**src/rtl/clkdiv_pkg.sv**
```systemverilog
package clkdiv_pkg;

    typedef enum logic {
        RATIO_FAST = 1'b0,
        RATIO_SLOW = 1'b1
    } ratio_e;

    localparam int NUM_GRP = 2;

    function automatic int gcd_f(input int x, input int y);
        int a = x;
        int b = y;
        int t;
        while (b != 0) begin
            t = a % b;
            a = b;
            b = t;
        end
        return a;
    endfunction

    function automatic int lcm_f(input int x, input int y);
        return (x / gcd_f(x, y)) * y;
    endfunction

    // high during the first half of each period of length div
    function automatic logic is_high(input int pos, input int div);
        return (pos % div) < (div / 2);
    endfunction

endpackage

```
**src/rtl/clkdiv_en_sync.sv**
```systemverilog
module clkdiv_en_sync (
    input  logic clk,
    input  logic rst,
    input  logic en,
    output logic en_q
);
    // captured on the falling edge so the decision is ready half a cycle
    // before the rising edge that advances the frame
    always_ff @(negedge clk) begin
        if (rst) en_q <= 1'b0;
        else     en_q <= en;
    end
endmodule

```
**src/rtl/clkdiv_phase.sv**
```systemverilog
module clkdiv_phase #(
    parameter int FRAME = 12,
    parameter int PW    = 4
) (
    input  logic          clk,
    input  logic          rst,
    input  logic          en_q,
    output logic [PW-1:0] phase_q,
    output logic [PW-1:0] phase_nxt,
    output logic          restart
);
    localparam logic [PW-1:0] LAST = PW'(FRAME - 1);

    logic at_end;

    always_comb begin
        at_end  = (phase_q == LAST);
        restart = at_end && en_q;
        if (at_end) phase_nxt = en_q ? '0 : LAST;
        else        phase_nxt = phase_q + PW'(1);
    end

    always_ff @(posedge clk) begin
        if (rst) phase_q <= LAST;
        else     phase_q <= phase_nxt;
    end
endmodule

```
**src/rtl/clkdiv_decode.sv**
```systemverilog
module clkdiv_decode
    import clkdiv_pkg::*;
#(
    parameter int FAST = 2,
    parameter int SLOW = 4,
    parameter int PW   = 4
) (
    input  logic          clk,
    input  logic          rst,
    input  logic          restart,
    input  logic [PW-1:0] phase_nxt,
    input  logic          sel_in,
    output logic          sel_q,
    output logic          out_q
);
    ratio_e sel_r;
    ratio_e sel_eff;
    logic   hi;

    always_comb begin
        sel_eff = restart ? ratio_e'(sel_in) : sel_r;
        if (sel_eff == RATIO_SLOW) hi = is_high(int'(phase_nxt), SLOW);
        else                       hi = is_high(int'(phase_nxt), FAST);
    end

    always_ff @(posedge clk) begin
        if (rst) begin
            sel_r <= RATIO_FAST;
            out_q <= 1'b0;
        end else begin
            if (restart) sel_r <= ratio_e'(sel_in);
            out_q <= hi;
        end
    end

    assign sel_q = sel_r;
endmodule

```
**src/rtl/clkdiv_dual.sv**
```systemverilog
module clkdiv_dual
    import clkdiv_pkg::*;
#(
    parameter int A_FAST = 2,
    parameter int A_SLOW = 4,
    parameter int B_FAST = 4,
    parameter int B_SLOW = 6
) (
    input  logic clk,
    input  logic rst,
    input  logic en,
    input  logic sel_a,
    input  logic sel_b,
    output logic out_a,
    output logic out_b
);
    localparam int FRAME = lcm_f(lcm_f(A_FAST, A_SLOW), lcm_f(B_FAST, B_SLOW));
    localparam int PW    = $clog2(FRAME);

    logic               en_q;
    logic [PW-1:0]      phase_q;
    logic [PW-1:0]      phase_nxt;
    logic               restart;
    logic [NUM_GRP-1:0] sel_vec;
    logic [NUM_GRP-1:0] sel_q_vec;
    logic [NUM_GRP-1:0] out_vec;

    assign sel_vec = {sel_b, sel_a};

    clkdiv_en_sync u_en (
        .clk  (clk),
        .rst  (rst),
        .en   (en),
        .en_q (en_q)
    );

    clkdiv_phase #(.FRAME(FRAME), .PW(PW)) u_phase (
        .clk       (clk),
        .rst       (rst),
        .en_q      (en_q),
        .phase_q   (phase_q),
        .phase_nxt (phase_nxt),
        .restart   (restart)
    );

    for (genvar g = 0; g < NUM_GRP; g++) begin : g_grp
        localparam int GF = (g == 0) ? A_FAST : B_FAST;
        localparam int GS = (g == 0) ? A_SLOW : B_SLOW;
        clkdiv_decode #(.FAST(GF), .SLOW(GS), .PW(PW)) u_dec (
            .clk       (clk),
            .rst       (rst),
            .restart   (restart),
            .phase_nxt (phase_nxt),
            .sel_in    (sel_vec[g]),
            .sel_q     (sel_q_vec[g]),
            .out_q     (out_vec[g])
        );
    end

    assign out_a = out_vec[0];
    assign out_b = out_vec[1];
endmodule

```
**config.mk**
```make
export PLATFORM = sky130hd
export DESIGN_NAME = clkdiv_dual
export DESIGN_NICKNAME = d
export VERILOG_FILES = /design/src/rtl/clkdiv_pkg.sv /design/src/rtl/clkdiv_en_sync.sv /design/src/rtl/clkdiv_phase.sv /design/src/rtl/clkdiv_decode.sv /design/src/rtl/clkdiv_dual.sv
export SDC_FILE = /design/constraint.sdc
export NUM_CORES = 1
export LEC_CHECK = 0
export ABC_AREA = 0
export BUFFER_PORTS_ARGS = -buffer_cell sky130_fd_sc_hd__buf_2
export CORE_MARGIN = 8
export CORE_UTILIZATION = 50
export CTS_BUF_LIST = sky130_fd_sc_hd__clkbuf_8 sky130_fd_sc_hd__clkbuf_16
export CTS_CLUSTER_DIAMETER = 100
export DETAILED_ROUTE_END_ITERATION = 16
export PLACE_DENSITY = 0.69
export SLEW_MARGIN = 20
export SYNTH_ARGS = -nofsm -noshare
export SYNTH_HDL_FRONTEND = slang
export SYNTH_SLANG_ARGS = --single-unit
```
**constraint.sdc**
```tcl
create_clock -name clk -period 3.09 [get_ports clk]
set_clock_uncertainty 0.2 [all_clocks]
set_input_delay 0.618 -clock clk [delete_from_list [all_inputs] [get_ports clk]]
set_output_delay 0.618 -clock clk [all_outputs]
set_load 0.02 [all_outputs]
```
==> results.json <==
{
  "hold_violations": 0,
  "yosys-top-cells-area": "dfxtp_1, ha_1, a2111oi_4",
  "grt.overflow.total": 0,
  "num_vias": 628,
  "grt_pass1_vias": 661,
  "async_flop_share_pct": 0,
  "drt-wirelength-per-cell_um": 14.6,
  "final_core_util_pct": 72.6,
  "synth_top_area_cell": "dfxtp_1",
  "cp.arrival_ps": 4320,
  "p_leak_uw": 0.000408,
  "syn-num-nets": 84,
  "startpoint_type": "register",
  "route.antenna.remaining_nets": 0,
  "synth_top_area_share_pct": 26.3,
  "grt_pass1_wl_um": 2800,
  "synth_area_um2": 686,
  "critPathKind": "register to register",
  "final_cells": 117,
  "status": "finished with violations",
  "synth_flop_cell": "dfxtp_1",
  "gp_congestion": 0.846,
  "worst_ir_drop_vdd_v": 0.000738,
  "ff_latch_area_um2": 181,
  "cts_tree": "built",
  "floorplan.initialDensity_pct": 53.4,
  "ys_warn_count": 0,
  "cts.path.max_buffers": 2,
  "nNetsFinal": 113,
  "synth.cells.most_frequent": "dfxtp_1, inv_1, ha_1, nand2_1, nor2_1",
  "rows": 13,
  "yosys_register_bits": 9,
  "antenna_found_initial": 0,
  "portBuffers": 6,
  "syn_to_final_growth_pct": 36.1,
  "rsz0062_at_grt": "true",
  "grt_max_degree": 9,
  "postSynthAreaPerCell_um2": 9.27,
  "firstDrtPassIters": 4,
  "h-tree-depth": 1,
  "die_area_mm2": 0.00281,
  "dpl.hpwl_um": 1310,
  "slew_violations": 0,
  "cts_made_buffers": 3,
  "worst_pin_slew_ps": 356,
  "max-cap-violations": 0,
  "fin_ws_ps": -1310,
  "vias_per_cell": 5.37,
  "clock_latency_ps": 290,
  "synth.distinct_cells": 32,
  "grt_usage_pct": 13.8,
  "ios": 7,
  "violations": "negative setup slack",
  "power_density_mw_per_mm2": 1180,
  "final_layout_size_suffix_gt1_share_pct": 44.1,
  "critPathMaxFanout": 3,
  "design_area_um2": 933,
  "die_w_um": 53.0,
  "multi_input_area_um2": 482,
  "nFillCells": 103,
  "setup_viol": 2,
  "n_antenna_cell": 0,
  "hold_slack_ps": 321,
  "core_mm2": 0.00128,
  "synth_cells": 74,
  "synth_edf_count": 0,
  "die_h_um": 53.0,
  "drt-initial-drc-count": 9,
  "crit_path_end_kind": "register",
  "clk_pin_slew_ps": 50,
  "numPlacedInstances": 113,
  "postPlaceCellArea_um2": 882,
  "crit_required_ps": 3010,
  "wl_um": 1710,
  "maxSlewHeadroom_pct": 76.3,
  "synth_most_common_cell": "dfxtp_1",
  "ys_seq_area_share_pct": 26.3,
  "drc": 0,
  "cts.sinks": 9,
  "cts.root.buffer_cell": "clkbuf_8",
  "hold_path.class": "register to register"
}
[stage by stage]
step | setup WS, ps | TNS [ps] | total power [uW]
4_1_cts | -1330 | -1330 | 1100
6_report | -1310 | -1330 | 1110
5_1_grt | -1430 | -1520 | 1190
3_5_place_dp | -1310 | -1310 | 951
3_3_place_gp | -1160 | -1160 | 930
2_1_floorplan | -1170 | -1170 | 654
[critical path: stages, from the launching register on]
cell and delay, ps:
dfxtp_2 330, nand2_2 60, a22oi_2 190, inv_1 70
ha_2 190, and3_4 150, a22o_4 220, mux2i_1 120
ha_1 320, inv_2 50, a2111oi_4 290, a311oi_2 100
a2111oi_4 310, nor3_1 70
[routing by layer]
metal  part of all wire (%)  vias to the layer above  GRT usage [%]
li1                       -                      321              -
met1                     45                      292           14.6
met4                    2.0                        0           6.03
met5                      0                        -              0
met2                     50                       11           23.0
met3                    3.5                        4           5.88
[cells in the final DEF, fill, tap and decap left out, drive strengths merged, types with 2 or more instances in the layout]
| master | count |
|---|---|
| a2111oi | 2 |
| a21boi | 2 |
| a21oi | 4 |
| a311oi | 2 |
| buf | 25 |
| clkbuf | 3 |
| dfxtp | 9 |
| ha | 5 |
| inv | 9 |
| mux2i | 4 |
| nand2 | 5 |
| nand3b | 3 |
| nor2 | 5 |
| nor2b | 3 |
| nor3 | 2 |
| or2 | 4 |
[cells by family after synthesis]
| family | count (synthesis) | synth area share, % |
|---|---|---|
| buffers and inverters | 9 | 6.02 |
| adders and majority gates | 5 | 9.12 |
| DFF | 9 | 26.3 |
| and+or+nand+nor | 28 | 23.0 |
| muxes | 4 | 5.84 |
| AOI/OAI and AO/OA | 19 | 29.7 |
[registers in the layout, summed over array words and instances, names as in the netlist]
register / count
u_en.en_q: 1
g_grp.u_dec.out_q: 2
u_phase.phase_q: 4
g_grp.u_dec.sel_q: 2
[area by class of cell]
cell class	count	area share [%]
Tap cell	15	2.01
Clock buffer	3	4.42
Clock inverter	2	0.804
Sequential cell	9	19.4
Multi-Input combinational cell	56	51.6
Inverter	7	2.82
Timing Repair Buffer	25	18.9
[power breakdown]
group          internal, uW  switching (uW)
sequential              152            22.0
clock                  88.5            51.2
combinational           384             408
total                   624             481
[worst paths after layout]
check	start	to	slack [ps]	cells past startpoint
setup / recovery	u_en.en_q	g_grp[1].u_dec.out_q	-1310	13
hold / removal	g_grp[0].u_dec.sel_q	g_grp[0].u_dec.sel_q	320	2
setup reg to reg	u_en.en_q	g_grp[1].u_dec.out_q	-1310	13
hold reg to reg	g_grp[0].u_dec.sel_q	g_grp[0].u_dec.sel_q	320	2
[repair_timing]
item	in CTS	in global routing
gates resized for setup	2	0
hold buffers	0	0
pin swaps	1	0
endpoints found under the setup margin	2	2
setup buffers	0	0
gates cloned	0	0
Note: power is estimated with default switching activity, not from simulation.
